$ cat config.mk
export PLATFORM = sky130hd
export DESIGN_NAME = bus_strobe_enc
export DESIGN_NICKNAME = d
export VERILOG_FILES = /design/src/rtl/bse_pkg.sv /design/src/rtl/bse_lane_decode.sv /design/src/rtl/bse_phase_ctrl.sv /design/src/rtl/bus_strobe_enc.sv
export SDC_FILE = /design/constraint.sdc
export NUM_CORES = 1
export LEC_CHECK = 0
export ABC_AREA = 1
export BUFFER_PORTS_ARGS = -buffer_cell sky130_fd_sc_hd__buf_2
export CORE_AREA = 2 2 39 41
export DETAILED_ROUTE_END_ITERATION = 6
export DIE_AREA = 0 0 41 43
export PLACE_DENSITY = 0.72
export SYNTH_ARGS = -nofsm -noshare
export SYNTH_HDL_FRONTEND = slang
export SYNTH_SLANG_ARGS = --single-unit
$ cat constraint.sdc
create_clock -name clk -period 1.2 [get_ports clk]
set_input_delay 0.18 -clock clk [delete_from_list [all_inputs] [get_ports clk]]
set_output_delay 0.18 -clock clk [all_outputs]
set_load 0.01 [all_outputs]
$ cat src/rtl/bse_pkg.sv
package bse_pkg;

  typedef enum logic [1:0] {
    PH_IDLE   = 2'd0,
    PH_ACTIVE = 2'd1,
    PH_DONE   = 2'd2,
    PH_FAULT  = 2'd3
  } phase_e;

  typedef struct packed {
    logic rd_n;
    logic wr_n;
    logic wrl_n;
    logic wrh_n;
    logic bhe_n;
  } strobe_t;

  typedef struct packed {
    logic write;
    logic word;
    logic a0;
    logic split;
    logic bus8;
  } access_t;

  localparam strobe_t STROBE_REST = '{rd_n: 1'b1, wr_n: 1'b1, wrl_n: 1'b1,
                                      wrh_n: 1'b1, bhe_n: 1'b1};

  // A word cannot start on an odd byte of a 16-bit bus.
  function automatic logic misaligned_word(input access_t acc);
    return acc.word && acc.a0 && !acc.bus8;
  endfunction

endpackage

$ cat src/rtl/bse_lane_decode.sv
module bse_lane_decode
  import bse_pkg::*;
(
  input  access_t acc,
  output strobe_t pattern
);

  logic lane_lo;
  logic lane_hi;

  always_comb begin
    lane_lo = acc.word || !acc.a0;
    lane_hi = acc.word ||  acc.a0;
    pattern = STROBE_REST;
    pattern.rd_n = acc.write;
    if (acc.bus8) begin
      // Narrow bus: one byte per access, direction strobes only.
      pattern.wr_n = !acc.write;
    end else if (acc.split) begin
      pattern.wrl_n = !(acc.write && lane_lo);
      pattern.wrh_n = !(acc.write && lane_hi);
    end else begin
      pattern.wr_n  = !acc.write;
      pattern.bhe_n = !lane_hi;
    end
  end

endmodule

$ cat src/rtl/bse_phase_ctrl.sv
module bse_phase_ctrl
  import bse_pkg::*;
#(
  parameter int ACTIVE_CYCLES = 3
) (
  input  logic clk,
  input  logic rst_n,
  input  logic start,
  input  logic fault,
  output logic ready,
  output logic active,
  output logic done,
  output logic err
);

  phase_e phase_q;
  phase_e phase_d;
  logic   last_beat;

  generate
    if (ACTIVE_CYCLES <= 1) begin : g_single
      assign last_beat = 1'b1;
    end else begin : g_count
      localparam int CNT_W = $clog2(ACTIVE_CYCLES);
      localparam logic [CNT_W-1:0] CNT_LAST = CNT_W'(ACTIVE_CYCLES - 1);
      logic [CNT_W-1:0] cnt_q;

      always_ff @(posedge clk or negedge rst_n) begin
        if (!rst_n) begin
          cnt_q <= '0;
        end else if (phase_q == PH_ACTIVE) begin
          cnt_q <= last_beat ? '0 : cnt_q + 1'b1;
        end else begin
          cnt_q <= '0;
        end
      end

      assign last_beat = (cnt_q == CNT_LAST);
    end
  endgenerate

  always_comb begin
    phase_d = phase_q;
    unique case (phase_q)
      PH_IDLE:   if (start) phase_d = fault ? PH_FAULT : PH_ACTIVE;
      PH_ACTIVE: if (last_beat) phase_d = PH_DONE;
      PH_DONE:   phase_d = PH_IDLE;
      PH_FAULT:  phase_d = PH_IDLE;
      default:   phase_d = PH_IDLE;
    endcase
  end

  always_ff @(posedge clk or negedge rst_n) begin
    if (!rst_n) phase_q <= PH_IDLE;
    else        phase_q <= phase_d;
  end

  assign ready  = (phase_q == PH_IDLE);
  assign active = (phase_q == PH_ACTIVE);
  assign done   = (phase_q == PH_DONE);
  assign err    = (phase_q == PH_FAULT);

endmodule

$ cat src/rtl/bus_strobe_enc.sv
module bus_strobe_enc
  import bse_pkg::*;
#(
  parameter int ADDR_W        = 20,
  parameter int ACTIVE_CYCLES = 3
) (
  input  logic              clk,
  input  logic              rst_n,
  input  logic              cfg_bus8,
  input  logic              cfg_split_wr,
  input  logic              req_valid,
  output logic              req_ready,
  input  logic [ADDR_W-1:0] req_addr,
  input  logic              req_write,
  input  logic              req_word,
  output logic              rd_n,
  output logic              wr_n,
  output logic              wrl_n,
  output logic              wrh_n,
  output logic              bhe_n,
  output logic              a0,
  output logic              done,
  output logic              err
);

  access_t acc_in;
  access_t acc_q;
  strobe_t pattern;
  strobe_t strobe_out;
  logic    take;
  logic    active;

  assign acc_in = '{write: req_write, word: req_word, a0: req_addr[0],
                    split: cfg_split_wr, bus8: cfg_bus8};
  assign take   = req_valid && req_ready;

  always_ff @(posedge clk or negedge rst_n) begin
    if (!rst_n)    acc_q <= '0;
    else if (take) acc_q <= acc_in;
  end

  bse_phase_ctrl #(
    .ACTIVE_CYCLES(ACTIVE_CYCLES)
  ) u_phase (
    .clk   (clk),
    .rst_n (rst_n),
    .start (take),
    .fault (misaligned_word(acc_in)),
    .ready (req_ready),
    .active(active),
    .done  (done),
    .err   (err)
  );

  bse_lane_decode u_decode (
    .acc    (acc_q),
    .pattern(pattern)
  );

  assign strobe_out = active ? pattern : STROBE_REST;
  assign rd_n  = strobe_out.rd_n;
  assign wr_n  = strobe_out.wr_n;
  assign wrl_n = strobe_out.wrl_n;
  assign wrh_n = strobe_out.wrh_n;
  assign bhe_n = strobe_out.bhe_n;
  assign a0    = acc_q.a0;

endmodule

[Yosys cells after proc, flatten, opt, wreduce, memory -nomap -nowiden]
Index checks and enable logic that the tools add are counted.
Storage, ports and cells
  bits in registers: 9
  output and inout bits: 9
  logic and storage cells: 42
Operators by class
  add/subtract/negate cells: 1
  eq/ne operators: 6
  multiplexer cells: 12
  reductions and logical operators: 16
Operators by type and width (number)
  $mux 2: 6
  $eq 2x2->1 const B: 3
  $logic_not 1->1: 6
  $pmux 2 s3: 1
  $logic_and 1x1->1: 5
  $mux 5: 1
  $ne 2x1->1 const B: 2
  $mux 1: 3
  $mux 3: 1
  $add 2x1->2 const B: 1
  $eq 2x1->1 const B: 1
  $logic_not 2->1: 1
  $logic_or 1x1->1: 2
  $reduce_and 2->1: 1
  $reduce_or 2->1: 1

[Longest topological paths before layout]
  depth after elaboration: 7
  mapped depth: 5
  gate-level depth less buffers: 5

[Modules after synthesis]
From an unflattened synthesis, not the netlist that was laid out.
Unflattened totals
  cells, all modules: 68
  area total of the unflattened synthesis: 471.7 um2
By module, submodules not included
  bus_strobe_enc: instances 1, cells an instance 34, area each 242.7 um2
  bse_phase_ctrl: instances 1, cells an instance 22, area each 173.9 um2
  bse_lane_decode: instances 1, cells an instance 12, area each 55.1 um2

[Worst setup path after synthesis]
OpenSTA, ideal clock, no wires.
  kind: register to output
  start point: register u_phase.phase_q[1]
  end point: output wrl_n
  arrival time: 0.878 ns
  data required time: 1.020 ns
  setup slack: 0.142 ns
  cell stages (with the launch flop): 5
  path through: dfrtp_1 inv_1 nand2_2 nor2_2 o211ai_1
On the way
  longest elaborated chain between the ends: 2
Ends and longest elaborated chain
  from (decl): RTL line bse_phase_ctrl.sv:16  | phase_e phase_q;
  from (signal assigned): RTL line bse_phase_ctrl.sv:55  | else phase_q <= phase_d;
  $eq 2x1->1: RTL line bse_phase_ctrl.sv:59  | assign active = (phase_q == PH_ACTIVE);
  $mux 5: RTL line bus_strobe_enc.sv:60  | assign strobe_out = active ? pattern : STROBE_REST;
  to (decl): RTL line bus_strobe_enc.sv:18  | output logic wrl_n,
Every way passes these cells.

[Worst setup path in the final report]
Ends and elaborated chain as after synthesis.

==> impl_metrics.toml <==
[critical_path]
crit_start = "u_phase.phase_q[1]"
cp_max_fo = 4
timing.rr.end = "u_phase.phase_q[1]"
ff2ff_path_depth = 6
arrival_ns = 1.18
reg2reg_slack_ns = 0.11
r2r_start = "u_phase.phase_q[0]"
cp.required_ns = 1.02
cp-end-kind = "output port"
startpoint_type = "flip-flop"
crit_type = "reg -> out"

[route]
drcViolationCount = 0
drt-total-wl_mm = 1.074
vias = 477
vias_per_cell = 4.543
drt_iter0_markers = 7
ant_nets = 0
first_pass_iters = 3
wl_per_cell_um = 10.23

[layout]
area_growth_pct = 48.27
fin_area_um2 = 695.7
final_nets = 117
multi_input_area_um2 = 220.2
n_antenna_cell = 0
most-common-layout-cells = "16 x nand2_1, 15 x buf_2, 8 x buf_4"
final_layout_size_suffix_gt1_share_pct = 46.07
fillers = 134
layout_commonest_cell = "nand2_1"
instances_no_fill = 105
regArea_um2 = 227.7

[floorplan]
rows = 14
coreArea_mm2 = 0.001384
die_w_um = 41
die_h_um = 43
die_area_mm2 = 0.001763
start_util_pct = 33.91
ios = 36

[grt]
grt_pass1_vias = 439
overflow = 0
use_met1_pct = 17.49
top_usage_layer = "met2"
met2_usage_pct = 22.19
grt_usage_pct = 14.68
grt_util_met3_pct = 3.141
grt_pass1_wl_mm = 1.725
grt_start_max_net_pins = 10
antenna_found_initial = 0

[timing]
fin_crit_ns = 1.362
fmax_mhz = 734.3
setup_violations = 5
hold_viol = 0
maxSlewHeadroom_pct = 86.18
skew_ns = 0.01028
post-route-period-util_pct = 113.5
slew_viol_final = 0
setup_ws_ns = -0.1619
tightest_slew_ns = 0.2072
rsz0062_at_grt = "yes"

[run]
cap_violations = 0

[status]
violations = "negative setup slack"
status = "finished with violations"

[synth]
ys_warn_count = 0
ys_ff_latch = 9
synth_area_um2 = 469.2
ys_types = 15
avgSynthCellArea_um2 = 7.953
synthCells = 59
yosysSeqAreaShare_pct = 48.00
syn_nets = 86

[clock_tree]
cts_tree = "built"
cts_inserted_buffers = 3
clk_path_buf_depth = 2
cts_sinks = 9
cts_max_level = 1
clk_latency_ns = 0.27
clkTransAtPathRegs_ns = 0.06
cts_root_buf = "clkbuf_4"

[placed_design]
place.detailed.hpwl_um = 769.5
dp_cells = 92
dpl_cell_area_um2 = 576.8
dp_slack_ns = 0.03583
place_congestion = 0.6841
io_buffers = 16

[hold_path]
whs_path_depth = 3
hold_start = "req_write"
min_to = "acc_q[4]"
hold_path.class = "in -> reg"

[power_and_ir_drop]
power_uw = 1827
worst_ir_drop_vdd_mv = 0.8041
cellLeakagePower_uw = 0.0003832
power.density_mw_per_mm2 = 2626
==> where the power goes <==
group / switching (µW) / total (µW) / leakage (µW) / internal [µW]
Combinational: 501 / 1000 / 0.000257 / 500
Sequential: 137 / 581 / 0.000111 / 445
Clock: 116 / 244 / 0.0000150 / 128
Total: 754 / 1830 / 0.000383 / 1070
==> final cells by class <==
cell class,instances,area share [%]
repair buffers,26,24.10
clock buffers,4,3.777
flip-flops and latches,9,32.73
inverters,9,4.856
well taps,16,2.878
multi-input cells,41,31.65
==> per-layer routing <==
metal | vias to the layer above | wire length (µm)
li1 | 244 | -
met1 | 215 | 469
met4 | 0 | 17
met3 | 2 | 48
met2 | 16 | 538
met5 | - | 0
==> registers in the layout (all words and copies together) (netlist names) <==
signal / flops
acc_q: 4
u_phase.g_count.cnt_q: 2
u_phase.phase_q: 2
a0: 1
==> worst max path at each step <==
stage	to	slack [ns]	depth (start not counted)
2_1_floorplan	wrl_n	0.14	4
3_5_place_dp	wrl_n	0.04	5
5_1_grt	wrl_n	-0.22	5
4_1_cts	wrl_n	-0.18	5
3_3_place_gp	wrl_n	0.06	5
6_report	wrl_n	-0.16	5
==> kinds of logic (layout without fill, tap and decap cells) <==
| group | after synthesis | count (layout) | share of synthesized area (%) |
|---|---|---|---|
| DFF | 9 | 9 | 48.00 |
| buffers and inverters | 9 | 39 | 7.199 |
| and+or+nand+nor | 38 | 38 | 40.27 |
| AOI/OAI and AO/OA | 3 | 3 | 4.533 |
==> Yosys cell counts <==
master | n | share of area [%]
a21oi_1 | 1 | 1.1
dfrtp_1 | 9 | 48
inv_1 | 8 | 6.4
inv_2 | 1 | 0.80
nand2_1 | 16 | 13
nand2_2 | 3 | 4.0
nand2_4 | 1 | 2.4
nand3_1 | 7 | 7.5
nor2_1 | 5 | 4.0
nor2_2 | 1 | 1.3
nor2_4 | 2 | 4.8
nor3_1 | 2 | 2.1
o211ai_1 | 1 | 1.6
o21ai_2 | 1 | 1.9
or2_2 | 1 | 1.3
==> worst max-delay path, cell delays in order (launching register included) <==
cell and delay (ns):
dfrtp_2 0.44, inv_2 0.09, nand2_4 0.06, nor2_4 0.10
o211ai_1 0.09, buf_2 0.14
==> per-stage QoR <==
| step | utilization (%) | setup TNS [ns] | hold WS, ns |
|---|---|---|---|
| detailed placement | 41.68 | 0 | 0.04082 |
| finish | 50.27 | -0.6808 | 0.1490 |
| CTS | 48.64 | -0.8169 | 0.1422 |
| global placement | 41.68 | 0 | 0.03729 |
| global route | 50.27 | -1.014 | 0.1602 |
| floorplan | - | 0 | -0.1156 |
==> what timing repair did <==
action,CTS,global route
resized for setup,7,0
pin swaps,2,1
setup buffers,5,3
hold endpoints to repair,9,0
endpoints found under the setup margin,6,7
gates cloned,0,0
hold buffers,1,0
No activity file was read; power rests on OpenSTA's default activity.
